==> src/rtl/lcd_rdp_pkg.sv <==
package lcd_rdp_pkg;

    // Strobe polarity selection
    typedef enum logic {
        E_ACT_HIGH = 1'b0,
        E_ACT_LOW  = 1'b1
    } e_pol_t;

    // Level driven on the strobe pin for a given activity and polarity
    function automatic logic e_level(input logic active, input e_pol_t pol);
        return (pol == E_ACT_LOW) ? ~active : active;
    endfunction

endpackage

==> src/rtl/lcd_rdp_timer.sv <==
module lcd_rdp_timer #(
    parameter int CNT_W = 4
) (
    input  logic             clk,
    input  logic             rst,
    input  logic             go_i,
    input  logic [CNT_W-1:0] wait_i,
    input  logic [CNT_W-1:0] cycle_i,
    output logic             run_o,
    output logic             e_on_o,
    output logic             smp_o,
    output logic             fin_o
);
    typedef struct packed {
        logic             run;
        logic [CNT_W-1:0] cnt;
    } tmr_t;

    tmr_t s_q, s_d;

    always_comb begin
        run_o  = s_q.run;
        e_on_o = s_q.run && (s_q.cnt < wait_i);
        smp_o  = s_q.run && (s_q.cnt == wait_i - CNT_W'(1));
        fin_o  = s_q.run && (s_q.cnt == cycle_i - CNT_W'(1));

        s_d = s_q;
        if (go_i) begin
            s_d.run = 1'b1;
            s_d.cnt = '0;
        end else if (fin_o) begin
            s_d.run = 1'b0;
            s_d.cnt = '0;
        end else if (s_q.run) begin
            s_d.cnt = s_q.cnt + CNT_W'(1);
        end
    end

    always_ff @(posedge clk) begin
        if (rst) s_q <= '0;
        else     s_q <= s_d;
    end
endmodule

==> src/rtl/lcd_rdp_req.sv <==
module lcd_rdp_req (
    input  logic clk,
    input  logic rst,
    input  logic rd_i,
    input  logic run_i,
    input  logic smp_i,
    input  logic fin_i,
    output logic go_o,
    output logic busy_o,
    output logic tip_o
);
    typedef struct packed {
        logic busy;
        logic pend;
        logic tip;
    } req_t;

    req_t s_q, s_d;

    always_comb begin
        // Start a transfer from idle, or chain one when the running one ends
        go_o   = (rd_i && !run_i) || (fin_i && (s_q.pend || rd_i));
        busy_o = s_q.busy || rd_i;

        s_d = s_q;
        if (fin_i)
            s_d.pend = 1'b0;
        else if (run_i && rd_i)
            s_d.pend = 1'b1;

        if (rd_i)
            s_d.busy = 1'b1;
        else if (smp_i)
            s_d.busy = s_q.pend;

        s_d.tip = go_o || (run_i && !fin_i);
        tip_o   = s_q.tip;
    end

    always_ff @(posedge clk) begin
        if (rst) s_q <= '0;
        else     s_q <= s_d;
    end
endmodule

==> src/rtl/lcd_rdp_capture.sv <==
module lcd_rdp_capture #(
    parameter int DATA_W = 8
) (
    input  logic              clk,
    input  logic              rst,
    input  logic              smp_i,
    input  logic [DATA_W-1:0] bus_i,
    output logic [DATA_W-1:0] data_o,
    output logic              irq_o
);
    typedef struct packed {
        logic [DATA_W-1:0] data;
        logic              irq;
    } cap_t;

    cap_t s_q, s_d;

    always_comb begin
        s_d     = s_q;
        s_d.irq = smp_i;
        if (smp_i) s_d.data = bus_i;
        data_o  = s_q.data;
        irq_o   = s_q.irq;
    end

    always_ff @(posedge clk) begin
        if (rst) s_q <= '0;
        else     s_q <= s_d;
    end
endmodule

==> src/rtl/lcd_rd_prefetch.sv <==
module lcd_rd_prefetch
    import lcd_rdp_pkg::*;
#(
    parameter int DATA_W = 8,
    parameter int CNT_W  = 4
) (
    input  logic              clk,
    input  logic              rst,
    input  logic              rd_data_i,
    input  logic              rd_alias_i,
    input  logic              cfg_e_low_i,
    input  logic [CNT_W-1:0]  cfg_wait_i,
    input  logic [CNT_W-1:0]  cfg_cycle_i,
    output logic [DATA_W-1:0] rdata_o,
    output logic              busy_o,
    output logic              tip_o,
    output logic              irq_o,
    output logic              lcd_rw_o,
    output logic              lcd_e_o,
    input  logic [DATA_W-1:0] lcd_d_i
);
    localparam logic [CNT_W-1:0] MIN_WAIT = CNT_W'(1);

    logic [CNT_W-1:0]  wait_eff, cycle_eff;
    logic              go, run, e_on, smp, fin;
    logic [DATA_W-1:0] held;

    // Clamp the timing settings to a usable range
    always_comb begin
        wait_eff  = (cfg_wait_i == '0) ? MIN_WAIT : cfg_wait_i;
        cycle_eff = (cfg_cycle_i < wait_eff) ? wait_eff : cfg_cycle_i;
    end

    lcd_rdp_timer #(.CNT_W(CNT_W)) u_timer (
        .clk     (clk),
        .rst     (rst),
        .go_i    (go),
        .wait_i  (wait_eff),
        .cycle_i (cycle_eff),
        .run_o   (run),
        .e_on_o  (e_on),
        .smp_o   (smp),
        .fin_o   (fin)
    );

    lcd_rdp_req u_req (
        .clk    (clk),
        .rst    (rst),
        .rd_i   (rd_data_i),
        .run_i  (run),
        .smp_i  (smp),
        .fin_i  (fin),
        .go_o   (go),
        .busy_o (busy_o),
        .tip_o  (tip_o)
    );

    lcd_rdp_capture #(.DATA_W(DATA_W)) u_cap (
        .clk    (clk),
        .rst    (rst),
        .smp_i  (smp),
        .bus_i  (lcd_d_i),
        .data_o (held),
        .irq_o  (irq_o)
    );

    always_comb begin
        rdata_o  = (rd_data_i || rd_alias_i) ? held : '0;
        lcd_rw_o = 1'b1;
        lcd_e_o  = e_level(e_on, e_pol_t'(cfg_e_low_i));
    end
endmodule

==> config.mk <==
export PLATFORM = sky130hd
export DESIGN_NAME = lcd_rd_prefetch
export DESIGN_NICKNAME = d
export VERILOG_FILES = /design/src/rtl/lcd_rdp_pkg.sv /design/src/rtl/lcd_rdp_timer.sv /design/src/rtl/lcd_rdp_req.sv /design/src/rtl/lcd_rdp_capture.sv /design/src/rtl/lcd_rd_prefetch.sv
export SDC_FILE = /design/constraint.sdc
export NUM_CORES = 1
export LEC_CHECK = 0
export ABC_CLOCK_PERIOD_IN_PS = 3800
export CAP_MARGIN = 5
export CORE_MARGIN = 5
export CORE_UTILIZATION = 40
export CTS_BUF_LIST = sky130_fd_sc_hd__clkbuf_8
export DETAILED_ROUTE_END_ITERATION = 8
export DONT_BUFFER_PORTS = 1
export GPL_TIMING_DRIVEN = 0
export PLACE_DENSITY_LB_ADDON = 0.12
export SLEW_MARGIN = 40
export SYNTH_ARGS = -nofsm -noshare
export SYNTH_HDL_FRONTEND = slang
export SYNTH_SLANG_ARGS = --single-unit
==> constraint.sdc <==
create_clock -name clk -period 3.8 [get_ports clk]
set_input_delay 0.19 -clock clk [delete_from_list [all_inputs] [get_ports clk]]
set_output_delay 0.19 -clock clk [all_outputs]
set_load 0.01 [all_outputs]
==> metrics.txt, run 1 <==
status=complete, no violations; post-synth top area share=28.51%; Peak supply drop=approximately 210 uV; final setup TNS=0 ns; Post-Route WL=roughly 2.5 mm; top_reg_cell synth=dfxtp_1; Final Non-Filler Cells=between 150 and 200; clk_skew=between 0.0015 and 0.002 ns; CP max stage cell=o211ai_1; Psw=between 0.0001 and 0.00015 W; largest net degree at the start of global routing=11; Final period util=slightly below 70%; WS Path Type=primary input to register; Power Density=around 340 mW/mm2; Layout Nets=between 150 and 200; H-tree levels=1; Worst Hold Class=primary input to register; critical path peak fanout=6; # Max-Cap Violations=0; first-pass GRT wire length=~4.3 mm; Layout area overhead=7.023%; drt drc=0; Chip Height=64.63 um; Initial Utilization=42.55%; CTS hold repair buffers=0; number of synthesized flops with an enable pin=0; Cells after Synth=139; # diodes=0; drt initial violations=19; PortBufs=0; initial antenna violation count=0; post-cts gate resize count=0; Worst-Skew Late Latency=0.24 ns; routed vias=989; Slew headroom=around 65%; routability cong.=between 0.8 and 0.9; Yosys reg bits=17; worst path cell trace=inv_1 -> ha_1 -> a21oi_1 -> o22ai_1 -> o211ai_1 -> inv_1 -> ha_1 -> xor2_1 -> a2111oi_0 -> mux2i_1 -> a21oi_1 -> a211oi_1; Worst-Margin Slew=~0.53 ns; Logic pwr share=roughly 25%; GRT Overall Usage=12.59%; Slew Limit Fails=0; # rows=19; Seq pwr share=between 40% and 50%; die width=roughly 65 um; multi-input logic area=789.5 um2; placed cells=170; Setup Buffers After CTS=0; flip-flop and latch area=between 300 and 400 um2; sequential fraction of the synthesis area=around 29%; Critical Path RT=between 3 and 4 ns; Syn Area/Cell=roughly 8.6 um2; Cell variety after synth=36; Num CTS Buffers=3; vias in the first global route=approximately 980; synthesized cell area=roughly 0.0012 mm2; crit start category=primary input; crit path DAT=between 2 and 3 ns; clock share of power=between 20% and 30%; DIE AREA=about 0.0042 mm2; Top Ports=34; R2R Setup Slk=approximately 1.8 ns; Final Hold Fails=0; cell-internal power=roughly 0.00031 W; root buf cell=clkbuf_8; top cells by instance count after synthesis=dfxtp_1 (17), nor2_1 (15), inv_1 (11), mux2i_1 (11), ha_1 (10); RSZ-0062 raised after global routing=false; yosys warns=0; clk slew on worst S/H paths=roughly 0.060 ns; top cells by area, synth=dfxtp_1 (29%), ha_1 (10%), mux2i_1 (9.2%), xnor2_1 (5.1%), nor2_1 (4.7%); number of fill cells=292; total global routing overflow=0; CTS tree=done; crit path time final=around 2.6 ns; ANT nets after route=0; post-synth top area cell=dfxtp_1; async set-reset flop share out of synthesis=0%; CP peak stage delay=between 0.3 and 0.4 ns; number of clock sinks=17; CTS Buffer Depth=2; Switching Share=between 20 and 30%; crit end category=register; HPWL Detailed=2.031 mm; most common cell in the netlist=dfxtp_1; final count of negative-setup-slack endpoints=0; Fmax achieved=between 300 and 400 MHz; cell leakage power=about 0.6 nW; first drt pass iteration count=4; core area=approximately 0.0028 mm2; layout cell share with drive strength beyond 1=approximately 7%; vias per cell=between 5 and 6; syn_nets=170; Avg WL per Cell=~14 um
==> power by group through the flow <==
| stage | clock, W | combinational (W) | sequential (W) |
|---|---|---|---|
| 2_1_floorplan | 0 | 0.0000927 | 0.000198 |
| 3_3_place_gp | 0 | 0.000107 | 0.000201 |
| 3_5_place_dp | 0 | 0.000110 | 0.000201 |
| 4_1_cts | 0.000131 | 0.000111 | 0.000197 |
| 5_1_grt | 0.000143 | 0.000125 | 0.000199 |
| 6_report | 0.000128 | 0.000109 | 0.000197 |
==> critical path: cells and delay by family <==
kind	cells	cell delay, ns
muxes	1	0.23
xor gates and xnor gates	1	0.16
adders and majority gates	2	0.54
buffers and inverters	2	0.13
AOI/OAI and AO/OA	6	1.42
==> per-layer routing <==
metal / part of all wire (%) / up-vias / track usage (%)
li1: - / 498 / -
met1: 48 / 459 / 17.05
met2: 46 / 32 / 20.36
met3: 5.9 / 0 / 3.972
met4: 0 / 0 / 1.319
met5: 0 / - / 0
==> path summary, 6_finish.rpt <==
| kind | from | endpoint | cells after the start |
|---|---|---|---|
| setup / recovery | cfg_wait_i[2] | u_req.s_q[1] | 12 |
| hold reg to reg | u_cap.data_o[3] | u_cap.data_o[3] | 2 |
| setup reg to reg | u_timer.s_q[3] | u_req.s_q[1] | 6 |
| hold / removal | rd_data_i | u_req.s_q[2] | 2 |
==> final cells by class <==
type | count | share of cell area (%)
sequential | 17 | 26.64
clock buffer | 3 | 3.232
multi-input combinational | 106 | 61.80
inverter | 11 | 3.232
tap | 31 | 3.036
buffer | 5 | 1.763
clock inverter | 1 | 0.2938
==> through the flow <==
step	power, W	util [%]	setup slack (ns)	hold slack [ns]	cell area [um2]
CTS	0.0004389	45.54	1.264	0.07358	1277
global placement	0.0003073	43.93	1.128	0.3230	1232
detailed placement	0.0003112	43.93	1.014	0.3351	1232
global route	0.0004668	45.54	0.9919	0.09358	1277
finish	0.0004342	45.54	1.237	0.07381	1277
floorplan	0.0002908	-	1.375	0.3195	1194
==> sequential cells by signal (all words and copies together), names as in the netlist <==
register       count
u_cap.data_o       8
u_cap.irq_o        1
u_req.s_q          2
u_req.tip_o        1
u_timer.run_o      1
u_timer.s_q        4
==> cells in the final DEF (no fill, tap or decap), drive strengths merged, types with 2 or more instances in the layout <==
master   netlist  final
clkbuf         3      6
inv           11     12
o211ai         2      2
o211a          2      2
o21ai          2      2
ha            10     10
a21oi          8      8
nor4           2      2
xnor2          7      7
a22oi          2      2
nand3b         2      2
o21a           2      2
dfxtp         17     17
nor3           2      2
nor2b          9      9
a211oi         4      4
a2111oi        2      2
nor2          15     15
xor2           5      5
nand3          4      4
nand2          4      4
mux2i         11     11
buf            2      2
==> cell families (layout without fill, tap and decap cells) <==
family,Yosys count,count (layout),synth area share (%)
and+or+nand+nor,42,42,18.24
muxes,11,11,9.225
DFF,17,17,28.51
buffers and inverters,16,20,5.346
xor gates and xnor gates,12,12,8.805
other,1,1,0.3142
AOI/OAI and AO/OA,30,30,19.08
adders and majority gates,10,10,10.48
Note: power is estimated with default switching activity, not from simulation.
==> run 2, diff against run 1 <==
ABC_CLOCK_PERIOD_IN_PS = 2690   (was 3800)
clock period = 2.69 ns   (was 3.8 ns; I/O delays follow)
==> run 2 against run 1 <==
Effect of this change: clock-buffer cell count is the same; critical path depth is the same; combinational power grew 45%; core utilization grew 0.18 points; total power grew 42%; first-iteration DRC count grew 11%; setup slack lost 0.98 ns; via count grew 1.3%; critical path type unchanged; largest power group unchanged.
==> metrics.txt, run 2 (synthesis results as in run 1) <==
GRT Overall Usage=12.59% (unchanged); Slew headroom=64.26% (-0.58 points); initial antenna violation count=0 (unchanged); Avg WL per Cell=14.46 um (+0.72%); Fmax achieved=~410 MHz; Final Hold Fails=0 (unchanged); CTS Buffer Depth=2 (unchanged); Worst-Margin Slew=0.5347 ns (+0.009291 ns); critical path peak fanout=6 (unchanged); crit start category=primary input; crit path time final=2.430 ns; layout cell share with drive strength beyond 1=7.692% (+0.70 points); # diodes=0 (unchanged); Critical Path RT=2.83 ns (-1.09 ns); vias per cell=5.759 (+1.3%); Worst Hold Class=primary input to register; drt initial violations=21 (+2); Finished Core Util=45.72% (+0.18 points); Chip Height=64.63 um (unchanged); root buf cell=clkbuf_8; Layout Nets=175 (unchanged); crit path DAT=2.57 ns (-0.11 ns); WS Path Type=primary input to register; Num CTS Buffers=3 (unchanged); # rows=19 (unchanged); crit end category=register; CTS tree=done; Peak supply drop=299.1 uV (+41%); number of clock sinks=17 (unchanged); die width=64.63 um (unchanged); final count of negative-setup-slack endpoints=0 (unchanged); number of fill cells=292 (unchanged); Worst-Skew Late Latency=0.24 ns (about the same); first drt pass iteration count=4 (unchanged); PortBufs=0 (unchanged); clk slew on worst S/H paths=0.06 ns (about the same); Initial Utilization=42.55% (unchanged); Top Ports=34 (unchanged); routability cong.=0.8430 (unchanged); first-pass GRT wire length=4.347 mm (unchanged); Layout area overhead=7.442%; largest net degree at the start of global routing=11 (unchanged); routed vias=1002 (+1.3%); cell leakage power=0.6044 nW (about the same); Power Density=480.6 mW/mm2 (+41%); Post-Route WL=2.516 mm (+0.72%); CTS hold repair buffers=0 (unchanged); drt drc=0 (unchanged); core area=0.002805 mm2 (unchanged); DIE AREA=0.004176 mm2 (unchanged); most common cell after layout, fill and taps aside=dfxtp_1; Final Worst Setup Slack=0.2596 ns (-0.9769 ns); total power=0.0006163 W (+42%); final setup TNS=0 ns (unchanged); # Max-Cap Violations=0 (unchanged); dpl ws=-0.04078 ns (-1.055 ns); vias in the first global route=975 (unchanged); ANT nets after route=0 (unchanged); Final period util=90.35%; Slew Limit Fails=0 (unchanged); RSZ-0062 raised after global routing=false; clk_skew=0.0007168 ns (-0.0009568 ns); Largest register FFs=8 (unchanged); HPWL Detailed=2.031 mm (unchanged); total global routing overflow=0 (unchanged); status=complete, no violations; H-tree levels=1 (unchanged); commonest cells after routing, fill and taps aside=dfxtp_1 (17), nor2_1 (15), inv_1 (12)
-- run 2: cell counts in the layout (fill, tap and decap cells not counted) --
No cell type changed its count.
-- run 2: layout make-up --
| class | instances | area (um2) | area share, % |
|---|---|---|---|
| inverters | 11 | 41.29 | 3.220 |
| clock buffers | 3 | 41.29 | 3.220 |
| well taps | 31 | 38.79 | 3.024 |
| plain buffers | 5 | 22.52 | 1.756 |
| multi-input cells | 106 | 794.5 | 61.95 |
| flip-flops and latches | 17 | 340.3 | 26.54 |
| clock inverters | 1 | 3.754 | 0.2927 |
-- run 2: worst max-delay path: stages --
cell and delay (ns):
inv_1 0.04, ha_1 0.33, a21oi_1 0.15, o22ai_1 0.09, o211ai_1 0.34, inv_1 0.09, ha_1 0.21, xor2_1 0.16
a2111oi_0 0.32, mux2i_1 0.24, and3_1 0.20, a211o_1 0.25
-- run 2: report_power, final --
part	leakage, nW	switching, W	total (W)	internal, W
Sequential	0.138	0.0000135	0.000278	0.000265
Combinational	0.439	0.0000898	0.000158	0.0000680
Clock	0.0269	0.0000791	0.000180	0.000101
-- run 2: stage by stage --
step / hold slack [ns] / cells / cell area, um2
after floorplan: 0.2640 / 139 / 1194
after global placement: 0.2675 / 170 / 1232
after detailed placement: 0.2796 / 170 / 1232
after CTS: 0.01808 / 174 / 1277
after global routing: 0.03808 / 174 / 1282
final: 0.01956 / 174 / 1282
-- run 2: metal layers --
| layer | up-vias | track usage, % | part of all wire, % |
|---|---|---|---|
| met5 | - | 0 | 0 |
| met2 | 33 | 20.36 | 45 |
| met3 | 0 | 3.972 | 6.3 |
| met4 | 0 | 1.319 | 0 |
| li1 | 506 | - | - |
| met1 | 463 | 17.05 | 48 |
-- run 2: worst paths after layout --
path / from / to / slack (ns) / cells after the start
max: cfg_wait_i[2] / u_timer.s_q[0] / 0.26 / 12
max reg2reg: u_timer.s_q[3] / u_timer.s_q[0] / 0.71 / 6
min reg2reg: u_cap.data_o[3] / u_cap.data_o[3] / 0.50 / 2
min: rd_data_i / u_req.s_q[2] / 0.02 / 2
-- run 2: timing repair --
item,CTS,global route
resized for setup,0,2
endpoints found under the setup margin,0,4
buffers inserted,0,0
